===== config.mk =====
export PLATFORM = sky130hd
export DESIGN_NAME = pm_cstate_seq
export DESIGN_NICKNAME = d
export VERILOG_FILES = /design/src/rtl/pm_seq_pkg.sv /design/src/rtl/pm_sync.sv /design/src/rtl/pm_throttle.sv /design/src/rtl/pm_relock_timer.sv /design/src/rtl/pm_cstate_seq.sv
export SDC_FILE = /design/constraint.sdc
export NUM_CORES = 1
export LEC_CHECK = 0
export CAP_MARGIN = 0
export CORE_MARGIN = 5
export CORE_UTILIZATION = 45
export DETAILED_ROUTE_END_ITERATION = 6
export PLACE_DENSITY = 0.79
export SETUP_SLACK_MARGIN = 0.2
export SKIP_LAST_GASP = 1
export SLEW_MARGIN = 40
export SYNTH_ARGS = -nofsm -noshare
export SYNTH_HDL_FRONTEND = slang
export SYNTH_SLANG_ARGS = --single-unit

===== constraint.sdc =====
create_clock -name clk -period 2.9 [get_ports clk]
set_clock_uncertainty 0.1 [all_clocks]
set_input_delay 0.725 -clock clk [delete_from_list [all_inputs] [get_ports clk]]
set_output_delay 0.725 -clock clk [all_outputs]
set_load 0.05 [all_outputs]

===== src/rtl/pm_seq_pkg.sv =====
package pm_seq_pkg;

  typedef enum logic [2:0] {
    PS_RUN    = 3'd0,
    PS_HALT   = 3'd1,
    PS_GRANT  = 3'd2,
    PS_SUSP   = 3'd3,
    PS_RELOCK = 3'd4
  } pstate_e;

  // Externally visible state code: the relock phase still reports C3.
  function automatic logic [1:0] state_code(pstate_e s);
    case (s)
      PS_RUN:    return 2'd0;
      PS_HALT:   return 2'd1;
      PS_GRANT:  return 2'd2;
      default:   return 2'd3;
    endcase
  endfunction

endpackage


===== src/rtl/pm_sync.sv =====
module pm_sync #(
  parameter int   STAGES  = 2,
  parameter logic RST_VAL = 1'b1
) (
  input  logic clk,
  input  logic rst_n,
  input  logic d_i,
  output logic q_o
);
  logic [STAGES-1:0] sr_q;

  generate
    if (STAGES == 1) begin : g_one
      always_ff @(posedge clk or negedge rst_n) begin
        if (!rst_n) sr_q <= RST_VAL;
        else        sr_q <= d_i;
      end
    end else begin : g_many
      always_ff @(posedge clk or negedge rst_n) begin
        if (!rst_n) sr_q <= {STAGES{RST_VAL}};
        else        sr_q <= {sr_q[STAGES-2:0], d_i};
      end
    end
  endgenerate

  assign q_o = sr_q[STAGES-1];
endmodule


===== src/rtl/pm_throttle.sv =====
module pm_throttle #(
  parameter int DUTY_W = 3
) (
  input  logic              clk,
  input  logic              rst_n,
  input  logic              run_i,
  input  logic              alarm_i,
  input  logic              sw_en_i,
  input  logic [DUTY_W-1:0] sw_duty_i,
  input  logic [DUTY_W-1:0] th_duty_i,
  output logic              assert_o
);
  logic [DUTY_W-1:0] slot_q, slot_d;
  logic [DUTY_W-1:0] duty_sel;

  always_comb begin
    if (run_i) slot_d = slot_q + DUTY_W'(1);
    else       slot_d = '0;
  end

  always_ff @(posedge clk or negedge rst_n) begin
    if (!rst_n) slot_q <= '0;
    else        slot_q <= slot_d;
  end

  // Thermal source wins over the software source.
  always_comb begin
    if (alarm_i)      duty_sel = th_duty_i;
    else if (sw_en_i) duty_sel = sw_duty_i;
    else              duty_sel = '0;
  end

  assign assert_o = run_i && (slot_q < duty_sel);
endmodule


===== src/rtl/pm_relock_timer.sv =====
module pm_relock_timer #(
  parameter int CNT_W = 8
) (
  input  logic             clk,
  input  logic             rst_n,
  input  logic             load_i,
  input  logic [CNT_W-1:0] load_val_i,
  input  logic             run_i,
  output logic             zero_o
);
  logic [CNT_W-1:0] cnt_q, cnt_d;
  logic             cnt_en;

  assign cnt_en = load_i || (run_i && (cnt_q != '0));

  always_comb begin
    if (load_i) cnt_d = load_val_i;
    else        cnt_d = cnt_q - CNT_W'(1);
  end

  always_ff @(posedge clk or negedge rst_n) begin
    if (!rst_n)      cnt_q <= '0;
    else if (cnt_en) cnt_q <= cnt_d;
  end

  assign zero_o = (cnt_q == '0);
endmodule


===== src/rtl/pm_cstate_seq.sv =====
module pm_cstate_seq
  import pm_seq_pkg::*;
#(
  parameter int DUTY_W      = 3,
  parameter int RELOCK_W    = 8,
  parameter int SYNC_STAGES = 2
) (
  input  logic                clk,
  input  logic                rst_n,
  input  logic                lvl2_rd_i,
  input  logic                lvl3_rd_i,
  input  logic                halt_i,
  input  logic                wake_i,
  input  logic                host_stop_en_i,
  input  logic                therm_n_i,
  input  logic                sw_thr_en_i,
  input  logic [DUTY_W-1:0]   sw_duty_i,
  input  logic [DUTY_W-1:0]   therm_duty_i,
  input  logic [RELOCK_W-1:0] relock_cyc_i,
  output logic                stpclk_n_o,
  output logic                cpustp_n_o,
  output logic                susst_n_o,
  output logic [1:0]          cstate_o
);
  pstate_e state_q, state_d;
  logic    hstop_q, hstop_en;
  logic    therm_n_s;
  logic    thr_assert;
  logic    relock_zero, relock_load;
  logic    in_run, in_relock;

  pm_sync #(.STAGES(SYNC_STAGES), .RST_VAL(1'b1)) u_therm_sync (
    .clk   (clk),
    .rst_n (rst_n),
    .d_i   (therm_n_i),
    .q_o   (therm_n_s)
  );

  assign in_run    = (state_q == PS_RUN);
  assign in_relock = (state_q == PS_RELOCK);

  pm_throttle #(.DUTY_W(DUTY_W)) u_thr (
    .clk       (clk),
    .rst_n     (rst_n),
    .run_i     (in_run),
    .alarm_i   (!therm_n_s),
    .sw_en_i   (sw_thr_en_i),
    .sw_duty_i (sw_duty_i),
    .th_duty_i (therm_duty_i),
    .assert_o  (thr_assert)
  );

  assign relock_load = (state_q == PS_SUSP) && wake_i && hstop_q;

  pm_relock_timer #(.CNT_W(RELOCK_W)) u_relock (
    .clk        (clk),
    .rst_n      (rst_n),
    .load_i     (relock_load),
    .load_val_i (relock_cyc_i),
    .run_i      (in_relock),
    .zero_o     (relock_zero)
  );

  // Next-state logic
  always_comb begin
    state_d = state_q;
    case (state_q)
      PS_RUN: begin
        if (lvl3_rd_i)      state_d = PS_SUSP;
        else if (lvl2_rd_i) state_d = PS_GRANT;
        else if (halt_i)    state_d = PS_HALT;
      end
      PS_HALT, PS_GRANT: begin
        if (wake_i) state_d = PS_RUN;
      end
      PS_SUSP: begin
        if (wake_i) state_d = hstop_q ? PS_RELOCK : PS_RUN;
      end
      PS_RELOCK: begin
        if (relock_zero) state_d = PS_RUN;
      end
      default: state_d = PS_RUN;
    endcase
  end

  always_ff @(posedge clk or negedge rst_n) begin
    if (!rst_n) state_q <= PS_RUN;
    else        state_q <= state_d;
  end

  // Host-stop permission captured at the level-3 read
  assign hstop_en = in_run && lvl3_rd_i;

  always_ff @(posedge clk or negedge rst_n) begin
    if (!rst_n)        hstop_q <= 1'b0;
    else if (hstop_en) hstop_q <= host_stop_en_i;
  end

  // Output decode
  logic sleep_stp;
  assign sleep_stp  = (state_q == PS_GRANT) || (state_q == PS_SUSP) || in_relock;
  assign stpclk_n_o = !(sleep_stp || thr_assert);
  assign cpustp_n_o = !((state_q == PS_SUSP) && hstop_q);
  assign susst_n_o  = !((state_q == PS_SUSP) || in_relock);
  assign cstate_o   = state_code(state_q);
endmodule


==> results.json <==
{
  "status": "finished clean",
  "drtPass1Iterations": 4,
  "cts_tree": "done",
  "synth.most_common_cell": "dfrtp_1",
  "synth-edff-count": 0,
  "cts_made_buffers": 3,
  "rr_endpoint": "u_relock.cnt_q[6]$_DFFE_PN0P_",
  "synth_common_cells": "dfrtp_1, nand2_1, nor2_1, inv_1",
  "max_freq_ghz": 0.380,
  "clk-insertion-delay-late_ps": 300,
  "cpPeakStageDelay_ps": 700,
  "diodes": 0,
  "synth_nets": 137,
  "synthToLayoutAreaGrowth_pct": 32.7,
  "hpwl_um": 1870,
  "crit_buf_inv": 1,
  "fin_setup_tns_ps": 0,
  "cts_root_buffer": "clkbuf_4",
  "core_um2": 2230,
  "leakagePower_nw": 0.593,
  "ir_drop_uv": 555,
  "io_pins": 28,
  "grt-ovfl-total": 0,
  "final_hold_viol_count": 0,
  "setup_viol_count_final": 0,
  "rsz0062_at_grt": "no",
  "synthTopCellsByArea": "dfrtp_1, ha_1, dfstp_2, mux2_2, nand2_1",
  "die_x_um": 58.6,
  "routabilityCongestion": 0.841,
  "worst_r2r_path_depth": 5,
  "route.detailed.drc": 0,
  "swShare_pct": 44.6,
  "synth_cell_types": 42,
  "avgSynthCellArea_um2": 9.76,
  "min_period_over_period_pct": 90.8,
  "first_global_vias": 953,
  "track_usage_pct": 14.9,
  "initial_core_util_pct": 47.6,
  "maxCapViolations": 0,
  "power_frac_seq_pct": 35.0,
  "portBuffers": 27,
  "vias_per_cell": 5.61,
  "grt_max_degree": 18,
  "reg2reg_setup_slack_ps": 700,
  "num_vias": 942,
  "powerDensity_nw_per_um2": 861,
  "ys.flop_type": "dfrtp_1",
  "wl_per_cell_um": 14.5,
  "clock_sinks": 17,
  "crit_path_start_kind": "flop",
  "antenna_found_initial": 0,
  "crit_path_cell_trace": "or2_2, clkdlybuf4s50_1",
  "cp.required_ps": 2080,
  "grt_pass1_wl_um": 3950,
  "synth_top_cell_area_share_pct": 35.3,
  "cp.arrival_ps": 1810,
  "path_class": "flop to output pin",
  "netlist_instances": 109,
  "p_sw_mw": 0.541,
  "cts_buffer_depth": 2,
  "cp.depth": 2,
  "drt_iter0_markers": 14,
  "fp.dieH_um": 58.6,
  "post-synth-top-area-cell": "dfrtp_1",
  "critPathSlowestCell": "clkdlybuf4s50_1",
  "nets": 169,
  "cts.clk_slew.worst_paths_ps": 100,
  "rows": 17,
  "syn-cell-area_um2": 1060,
  "layout_min_cycle_time_ps": 2630,
  "maxSlewViolCount": 0,
  "p_int_mw": 0.674,
  "ys_warn_count": 0,
  "drive_gt1_share_pct": 17.9,
  "path_max_fanout": 11,
  "crit_family": "buffers and inverters",
  "regToRegStartpoint": "u_relock.cnt_q[3]$_DFFE_PN0P_",
  "fin_hold_ws_ps": 222,
  "detail-route-antenna-nets": 0,
  "synth-seq-cells": 17,
  "worstMarginPinSlew_ps": 561,
  "combPwrFrac_pct": 54.5,
  "clkPwrFrac_pct": 10.5,
  "async_flop_share_pct": 100,
  "cp-end-kind": "output pin",
  "htree_levels": 1,
  "die-area_um2": 3440,
  "critPathLaunch": "state_q[2]$_DFFE_PN0P_",
  "ys_seq_area_share_pct": 40.2,
  "maxSlewHeadroom_pct": 62.5,
  "worst_hold_path_type": "input pin to async pin",
  "totalWireLength_um": 2430
}
-- state kept, by name, indices dropped and copies added, names as in the netlist --
register and flops:
u_therm_sync.sr_q 2, u_relock.cnt_q 8, hstop_q 1, state_q 3
u_thr.slot_q 3
-- through the flow --
stage | utilization, % | setup WS, ps | std cells | power [mW] | area (um2)
after global placement | 62.3 | 54.5 | 164 | 1.07 | 1390
after CTS | 63.4 | 217 | 168 | 1.22 | 1420
final | 63.2 | 266 | 168 | 1.22 | 1410
after detailed placement | 62.3 | 23.6 | 164 | 1.09 | 1390
after global routing | 63.2 | 211 | 168 | 1.29 | 1410
after floorplan | - | 402 | 109 | 0.865 | 1070
-- cell usage in the layout (no fill, tap or decap), types with 5 or more instances in the layout --
master,n
clkdlybuf4s50_1,18
dfrtp_1,15
nand2_1,10
nor2_1,7
inv_1,6
ha_1,5
dlygate4sd2_1,5
-- kinds of logic after synthesis --
kind of cell,synth area share (%)
compound gates,20.8
xor+xnor,1.65
fa+ha+maj,5.88
buf+inv,3.18
flops,40.2
mux,6.59
simple gates,21.6
-- metal layers --
metal | wire length (um) | vias to the layer above | track usage, %
li1 | - | 464 | -
met1 | 1080 | 451 | 17.1
met2 | 1180 | 25 | 26.2
met3 | 145 | 2 | 2.85
met4 | 32 | 0 | 7.77
met5 | 0 | - | 0
-- how the worst max path moves through the flow --
stage	end	slack, ps
CTS	stpclk_n_o	220
detailed placement	stpclk_n_o	20
finish	cstate_o[0]	270
floorplan	stpclk_n_o	400
global placement	stpclk_n_o	50
global route	stpclk_n_o	210
-- layout make-up --
class,instances,area (um2)
fill,198,822
multi-input combinational,83,609
sequential,17,428
timing repair buffer,30,289
tap,28,35.0
clock buffer,3,22.5
inverter,6,22.5
clock inverter,1,5.00
-- power groups by stage --
stage	registers, mW	clock network [mW]	logic, mW
global placement	0.423	0	0.645
floorplan	0.396	0	0.469
global route	0.436	0.144	0.709
detailed placement	0.425	0	0.666
finish	0.426	0.127	0.663
CTS	0.421	0.134	0.668
-- what timing repair did --
action                                  CTS  global route
gates resized for setup                   7             1
hold buffers                              0             0
pin swaps                                 6             6
endpoints found under the setup margin    2             1
setup buffers                             0             0
Note: power is estimated with default switching activity, not from simulation.
